### src/rtl/sram_pkg.sv
package sram_pkg;

  typedef enum logic [1:0] {
    OP_IDLE  = 2'd0,
    OP_READ  = 2'd1,
    OP_WRITE = 2'd2
  } opKind_t;

  // strobes from control to datapath
  typedef struct packed {
    logic rdShow;    // drive read data onto the bus
    logic wrCommit;  // commit write data at this edge
  } strobe_t;

  // low two address bits of burst beat cnt
  function automatic logic [1:0] burstLow(input logic [1:0] base,
                                          input logic [1:0] cnt,
                                          input logic interleave);
    burstLow = interleave ? (base ^ cnt) : (base + cnt);
  endfunction

endpackage

### src/rtl/sram_ctrl.sv
module sram_ctrl
  import sram_pkg::*;
#(
  parameter int ADDR_W = 6,
  parameter int LANES  = 4
) (
  input  logic              clk,
  input  logic              rstN,
  input  logic              sleep,
  input  logic              cenN,
  input  logic              ce1N,
  input  logic              ce2,
  input  logic              ce3N,
  input  logic              advLd,
  input  logic              weN,
  input  logic [LANES-1:0]  bwN,
  input  logic              oeN,
  input  logic              burstInterleave,
  input  logic [ADDR_W-1:0] addrIn,
  output strobe_t           strobe,
  output logic [ADDR_W-1:0] curAddr,
  output logic [LANES-1:0]  wrLane
);

  localparam int CNT_W = 2;

  opKind_t            opCur, opNext;
  logic [ADDR_W-1:0]  baseQ, baseNext;
  logic [CNT_W-1:0]   cntQ, cntNext;
  logic [LANES-1:0]   laneQ;
  logic               selected;
  logic               advance;

  assign selected = !ce1N && ce2 && !ce3N;
  assign advance  = !cenN && !sleep;

  always_comb begin
    opNext   = opCur;
    baseNext = baseQ;
    cntNext  = cntQ;
    if (!advLd) begin
      if (!selected) begin
        opNext = OP_IDLE;
      end else begin
        opNext   = weN ? OP_READ : OP_WRITE;
        baseNext = addrIn;
        cntNext  = '0;
      end
    end else if (opCur != OP_IDLE) begin
      cntNext = cntQ + 1'b1;
    end
  end

  always_ff @(posedge clk or negedge rstN) begin
    if (!rstN) begin
      opCur <= OP_IDLE;
      baseQ <= '0;
      cntQ  <= '0;
      laneQ <= '0;
    end else if (advance) begin
      opCur <= opNext;
      baseQ <= baseNext;
      cntQ  <= cntNext;
      laneQ <= ~bwN;
    end
  end

  assign curAddr = {baseQ[ADDR_W-1:CNT_W],
                    burstLow(baseQ[CNT_W-1:0], cntQ, burstInterleave)};
  assign wrLane  = laneQ;

  always_comb begin
    strobe.rdShow   = (opCur == OP_READ) && !oeN && !sleep;
    strobe.wrCommit = (opCur == OP_WRITE) && advance;
  end

endmodule

### src/rtl/sram_datapath.sv
module sram_datapath
  import sram_pkg::*;
#(
  parameter int ADDR_W = 6,
  parameter int LANES  = 4,
  parameter int LANE_W = 9
) (
  input  logic                    clk,
  input  strobe_t                 strobe,
  input  logic [ADDR_W-1:0]       curAddr,
  input  logic [LANES-1:0]        wrLane,
  input  logic [LANES*LANE_W-1:0] busIn,
  output logic [LANES*LANE_W-1:0] busOut,
  output logic                    busDrive
);

  localparam int DEPTH = 1 << ADDR_W;

  for (genvar g = 0; g < LANES; g++) begin : gLane
    logic [LANE_W-1:0] laneMem [DEPTH];

    always_ff @(posedge clk) begin
      if (strobe.wrCommit && wrLane[g]) begin
        laneMem[curAddr] <= busIn[g*LANE_W +: LANE_W];
      end
    end

    assign busOut[g*LANE_W +: LANE_W] = laneMem[curAddr];
  end

  assign busDrive = strobe.rdShow;

endmodule

### src/rtl/sync_burst_sram.sv
module sync_burst_sram
  import sram_pkg::*;
#(
  parameter int ADDR_W = 6,
  parameter int LANES  = 4,
  parameter int LANE_W = 9,
  localparam int DATA_W = LANES * LANE_W
) (
  input  logic              clk,
  input  logic              rstN,
  input  logic              sleep,
  input  logic              cenN,
  input  logic              ce1N,
  input  logic              ce2,
  input  logic              ce3N,
  input  logic              advLd,
  input  logic              weN,
  input  logic [LANES-1:0]  bwN,
  input  logic              oeN,
  input  logic              burstInterleave,
  input  logic [ADDR_W-1:0] addrIn,
  input  logic [DATA_W-1:0] busIn,
  output logic [DATA_W-1:0] busOut,
  output logic              busDrive
);

  strobe_t           strobe;
  logic [ADDR_W-1:0] curAddr;
  logic [LANES-1:0]  wrLane;

  sram_ctrl #(.ADDR_W(ADDR_W), .LANES(LANES)) uCtrl (
    .clk(clk), .rstN(rstN), .sleep(sleep), .cenN(cenN),
    .ce1N(ce1N), .ce2(ce2), .ce3N(ce3N), .advLd(advLd), .weN(weN),
    .bwN(bwN), .oeN(oeN), .burstInterleave(burstInterleave),
    .addrIn(addrIn), .strobe(strobe), .curAddr(curAddr), .wrLane(wrLane)
  );

  sram_datapath #(.ADDR_W(ADDR_W), .LANES(LANES), .LANE_W(LANE_W)) uData (
    .clk(clk), .strobe(strobe), .curAddr(curAddr), .wrLane(wrLane),
    .busIn(busIn), .busOut(busOut), .busDrive(busDrive)
  );

endmodule

### config.mk
export PLATFORM = sky130hd
export DESIGN_NAME = sync_burst_sram
export DESIGN_NICKNAME = d
export VERILOG_FILES = /design/src/rtl/sram_pkg.sv /design/src/rtl/sram_ctrl.sv /design/src/rtl/sram_datapath.sv /design/src/rtl/sync_burst_sram.sv
export SDC_FILE = /design/constraint.sdc
export NUM_CORES = 2
export LEC_CHECK = 0
export BUFFER_PORTS_ARGS = -buffer_cell sky130_fd_sc_hd__buf_2
export CAP_MARGIN = 20
export CELL_PAD_IN_SITES_DETAIL_PLACEMENT = 1
export CELL_PAD_IN_SITES_GLOBAL_PLACEMENT = 1
export CORE_MARGIN = 2
export CORE_UTILIZATION = 42
export DETAILED_ROUTE_END_ITERATION = 16
export HOLD_SLACK_MARGIN = 0.06
export PLACE_DENSITY = 0.67
export SETUP_SLACK_MARGIN = 0.3
export SLEW_MARGIN = 20
export SYNTH_ARGS = -nofsm -noshare
export SYNTH_HDL_FRONTEND = slang
export SYNTH_HIERARCHICAL = 1
export SYNTH_SLANG_ARGS = --single-unit
export TNS_END_PERCENT = 50
### constraint.sdc
create_clock -name clk -period 3.7 [get_ports clk]
set_input_delay 0.37 -clock clk [delete_from_list [all_inputs] [get_ports clk]]
set_output_delay 0.37 -clock clk [all_outputs]
set_load 0.01 [all_outputs]
* After elaboration in Yosys (flattened, before gate mapping) *
Memory sizes are Yosys's and may differ from the RTL's.
Cells that the tools add are included.

word-level totals
  bits in writable memories = 2304
  output and inout bits = 37
  register bits after elaboration = 14
  memories = 4
  word-level logic and storage cells = 50

operators by class
  eq/ne operators = 3
  add/sub/neg operators = 2
  reductions and logical operators = 20
  bitwise operators = 3
  muxes and demuxes = 14

memories
  memory                  depth  width  read ports  clocked after memory_dff  write ports  RTL line             source
  uData.gLane[0].laneMem  64     9      1           0                         1            sram_datapath.sv:20  logic [LANE_W-1:0] laneMem [DEPTH];
  uData.gLane[1].laneMem  64     9      1           0                         1            sram_datapath.sv:20
  uData.gLane[2].laneMem  64     9      1           0                         1            sram_datapath.sv:20
  uData.gLane[3].laneMem  64     9      1           0                         1            sram_datapath.sv:20

operator list
  operator                                                         number
  2-bit 2-to-1 mux                                                 6
  1-bit logical AND                                                10
  1-bit 2-to-1 mux                                                 8
  3-bit AND reduction                                              2
  1-bit logical NOT                                                5
  4-bit inverter                                                   1
  2-bit nonzero test                                               2
  2-bit by 1-bit adder with 2-bit output, second input constant    1
  2-bit adder                                                      1
  2-bit by 1-bit == test with 1-bit output, second input constant  1
  2-bit == test, second input constant                             1
  2-bit by 1-bit != test with 1-bit output, second input constant  1
  2-bit AND reduction                                              1
  2-bit XOR                                                        1
  1-bit inverter                                                   1

* Depth between registers and ports, before layout *
  depth after elaboration = 6
  mapped depth = 14

* Hierarchy *
Netlist, hierarchy kept.

modules (own cells, without submodules)
  module         cells an instance  area each (µm²)  sequential area each (µm²)  times used
  sram_datapath  5164               88474.9          69186.4                     1
  sram_ctrl      57                 688.2            350.3                       1

* Worst setup path before layout *
Ideal clock, no wire load.

  kind = register to output
  from = reg uCtrl.cntQ[0]
  to = out busOut[0]
  setup slack = 0.595 ns
  required time = 3.330 ns
  stages on the path, launching flop included = 12
  arrival time = 2.735 ns
  buffers on the path = 3
  path through = dfrtp_1 -> ha_1 -> nor2b_1 -> xnor2_1 -> buf_6 -> buf_4 -> buf_1 -> mux2_2 -> a221oi_1 -> a21oi_1 -> a21o_1 -> a211o_1

between the ends
  cells in the longest elaborated chain, start to end = 3
  elaborated cells between the ends (all ways) = 4
  classes of those cells = add/sub: 1; mux: 1; bitwise: 1; memory: 1

RTL lines
  what                      RTL line               source
  start: declaration        sram_ctrl.sv:29        logic [CNT_W-1:0] cntQ, cntNext;
  start signal: assignment  sram_ctrl.sv:63        cntQ <= cntNext;
  2-bit adder               sram_pkg.sv:19         burstLow = interleave ? (base ^ cnt) : (base + cnt);
  2-bit 2-to-1 mux          sram_pkg.sv:19
  net curAddr[1]            sync_burst_sram.sv:28  logic [ADDR_W-1:0] curAddr;
  memory 64 x 9 bit         n/a
  end: declaration          sync_burst_sram.sv:23  output logic [DATA_W-1:0] busOut,

The timed path passes the listed nets, and every way through them passes these cells.

* Worst setup path in the final report *
  from = reg uCtrl.baseQ[0]
  to = out busOut[30]

between the ends
  cells in the longest elaborated chain, start to end = 3
  elaborated cells between the ends (all ways) = 4
  classes of those cells = add/sub: 1; mux: 1; bitwise: 1; memory: 1

RTL lines
  what                      RTL line               source
  start: declaration        sram_ctrl.sv:28        logic [ADDR_W-1:0] baseQ, baseNext;
  start signal: assignment  sram_ctrl.sv:62        baseQ <= baseNext;
  2-bit adder               sram_pkg.sv:19
  2-bit 2-to-1 mux          sram_pkg.sv:19
  net curAddr[1]            sync_burst_sram.sv:28
  memory 64 x 9 bit         n/a

The timed path passes the listed nets, and every way through them passes these cells.

==> out/metrics.csv <==
metric,value,unit
Yosys top cell area share,0.776,
Yosys top cell by area,edfxtp_1,
Syn Area/Cell,17.1,um^2
skew final,0.0228,ns
final non-filler cell total,9227,
Peak VDD IR,571,uV
Routed Antenna Nets,0,
Max-cap violations,0,
routed wire length,322000,um
first-pass GRT wire length,446000,um
die area,216000,um^2
clock period minus worst slack,4.73,ns
# DRC,0,
CTS Buf Count,227,
Die X,465,um
clock buffer depth,3,
Worst Setup Start Kind,register,
top_reg_cell synth,edfxtp_1,
Crit Path Max Fanout,7,
Final HPWL DP,208000,um
CP endpoint kind,output port,
clk root buf,clkbuf_16,
Final Wtd Congestion,0.886,
Seq cells post-synth,2318,
final hold violations,0,
post-synthesis instance total,5221,
initial DRC count,7824,
status,finished with violations,
Die H,465,um
main area contributors after synthesis,"edfxtp_1 (78%), a221oi_1 (3.5%), a22oi_1 (3.2%)",
Vias,58600,
Final Cycle Share,1.28,
f_max,212,MHz
DP Area,99600,um^2
layout cells sized above 1,0.309,
worst-margin pin slew,1.20,ns
vias per cell,6.35,
failing checks,negative setup slack,
number of port buffers,93,
CP required,3.33,ns
Fill cells,19500,
GRT overflow,0,
worst min path class,in2reg,
Netlist Area Pre-Place,89200,um^2
core area,211000,um^2
crit path DAT,4.36,ns
initial antenna violation count,18,
post-route cell area,111000,um^2
dpl cells,8637,
Ys Warns,6,
GR Util All Layers,0.287,
CTS tree,built,
fin nets,6273,
post-synthesis async set-or-reset flop share,0.00604,
I/O pin count,94,
power per standard cell area,711,nW/um^2
DR pass1 iterations,6,
H-tree depth,4,
Post-synth EDFFs,2304,
final setup fails,36,
Slew HR,0.199,
register area share after synthesis,0.780,
Worst-Skew Late Latency,0.88,ns
Mapped Nets,5279,
setup ws final,-1.03,ns
Area Overhead vs Synth,24.8,%
initial core utilization,0.422,
largest net degree at the start of global routing,57,
CP Class,reg2out,
unrepaired setup endpoints after global routing,true,
Pleak,0.0369,uW
clock slew at reported path FFs,0.06,ns
Routed WL per cell,34.9,um
synth unique cells,69,
Cell Rows,169,
max-slew violations,0,
clk sinks,2318,
vias in the first global route,59300,
-- worst max-delay path: stages, from the launching register on --
cell and delay [ns]:
dfrtp_1 0.41, ha_4 0.17, nor2b_4 0.12, xnor2_2 0.12, buf_6 0.13, buf_12 0.16, buf_12 0.16, nor2b_4 0.17
buf_8 0.17, a222oi_1 0.51, o21ai_1 0.15, buf_4 0.19, a22o_4 0.26, or3_4 0.47, buf_6 0.16, buf_6 0.11
-- report_power, final --
group / internal (uW) / switching [uW]
clock: 12300 / 9990
combinational: 11400 / 16500
sequential: 28900 / 70.7
total: 52500 / 26600
-- cell type report --
cell class / instances / area (um^2) / share of cell area
tap: 2821 / 3530 / 0.0317
clock buffer: 280 / 5960 / 0.0536
timing repair buffer: 1177 / 11500 / 0.103
clock inverter: 132 / 998 / 0.00898
sequential: 2318 / 69500 / 0.625
multi-input combinational: 2488 / 19700 / 0.177
antenna: 8 / 20.0 / 0.000180
inverter: 3 / 18.8 / 0.000169
-- state kept, by name, summed over array words and instances (netlist names) --
register	flops
uCtrl/baseQ	6
uCtrl/cntQ	2
uCtrl/opCur	2
uCtrl/wrLane	4
uData/gLane.laneMem	2304
-- cell usage after synthesis, types with 9 or more instances --
cell type and count:
mux2_2 115, or3_1 10, a222oi_1 15, edfxtp_1 2304
mux4_2 54, o221ai_1 19, a211o_1 10, o21ai_0 238
and2_1 10, o22ai_1 124, buf_2 150, dfrtp_1 14
mux2i_1 142, nor2b_1 16, o211ai_1 11, nor2_1 402
buf_6 10, nand3_1 32, a221oi_1 358, a22o_1 71
buf_4 38, a31oi_1 20, or4_1 11, clkbuf_1 153
a21oi_1 171, buf_1 61, a211oi_1 36, nand4_1 25
nand2b_1 9, a22oi_1 384, nand2_1 103, nor3_1 20
-- logic make-up after synthesis --
family | count (synthesis) | synth area share
simple gates | 672 | 0.0330
compound gates | 1496 | 0.120
buf+inv | 415 | 0.0220
mux | 317 | 0.0451
flops | 2318 | 0.780
fa+ha+maj | 1 | 0.000140
xor+xnor | 2 | 0.000196
-- per-layer routing --
metal / wire length (um) / up-vias / track usage / share of wire
li1: - / 23500 / - / -
met1: 121000 / 30700 / 0.379 / 0.37
met2: 152000 / 3587 / 0.461 / 0.47
met3: 32000 / 748 / 0.0529 / 0.099
met4: 17200 / 4 / 0.136 / 0.054
met5: 27 / - / 0 / 0.000084
-- repair_timing --
action / CTS / global route
pin swaps: 83 / 123
hold buffers: 34 / 1
setup endpoints to repair: 655 / 192
setup buffers: 51 / 65
gates resized for setup: 368 / 304
gates cloned: 7 / 11
endpoints found under the hold margin: 284 / 19
-- metrics by stage --
stage               hold WS [ns]  utilization  power, uW  TNS, ns  worst slack [ns]
floorplan                 0.0744            -      39500        0             0.595
global placement           0.276        0.471      51700   -22.61            -0.654
detailed placement         0.292        0.471      52100   -33.15            -0.672
CTS                       0.0621        0.515      76500   -31.27             -1.03
global route              0.0744        0.526      80900   -32.35             -1.08
finish                    0.0593        0.526      79100   -29.54             -1.03
-- worst paths after layout --
kind                           startpoint                            end  slack [ns]  depth (start not counted)
min reg2reg                uCtrl/baseQ[1]                 uCtrl/baseQ[1]        0.55                          1
min in group asynchronous            rstN                  uCtrl/cntQ[0]        0.62                          3
max                        uCtrl/baseQ[0]                     busOut[30]       -1.03                         15
max reg2reg                uCtrl/baseQ[0]  uData/gLane[3].laneMem[13][3]        0.33                         13
max in group asynchronous            rstN                 uCtrl/baseQ[2]        2.57                          3
min                             busIn[12]  uData/gLane[1].laneMem[30][3]        0.06                          1
-- placed cells by master (no fill, tap or decap), types with 18 or more instances in the layout --
cell	Yosys	routed
nor2_1	402	377
o22ai_1	124	119
clkbuf_16	0	242
nand4_1	25	25
edfxtp_1	2304	2304
clkinv_2	0	43
a21oi_1	171	159
a221oi_2	1	110
buf_6	10	83
clkbuf_1	153	49
mux4_2	54	54
buf_8	0	18
o21ai_2	0	38
mux2_2	115	110
dlygate4sd3_1	0	35
nand3_1	32	26
a221oi_1	358	233
o21ai_1	2	78
a22oi_1	384	350
a22oi_2	0	34
a211oi_1	36	27
mux2i_1	142	138
clkinv_1	0	61
a22o_1	71	70
buf_4	38	812
nor2_2	1	21
nand2_1	103	88
buf_2	150	65
buf_12	0	136
o21ai_0	238	120
(Power assumes the default switching activity.)
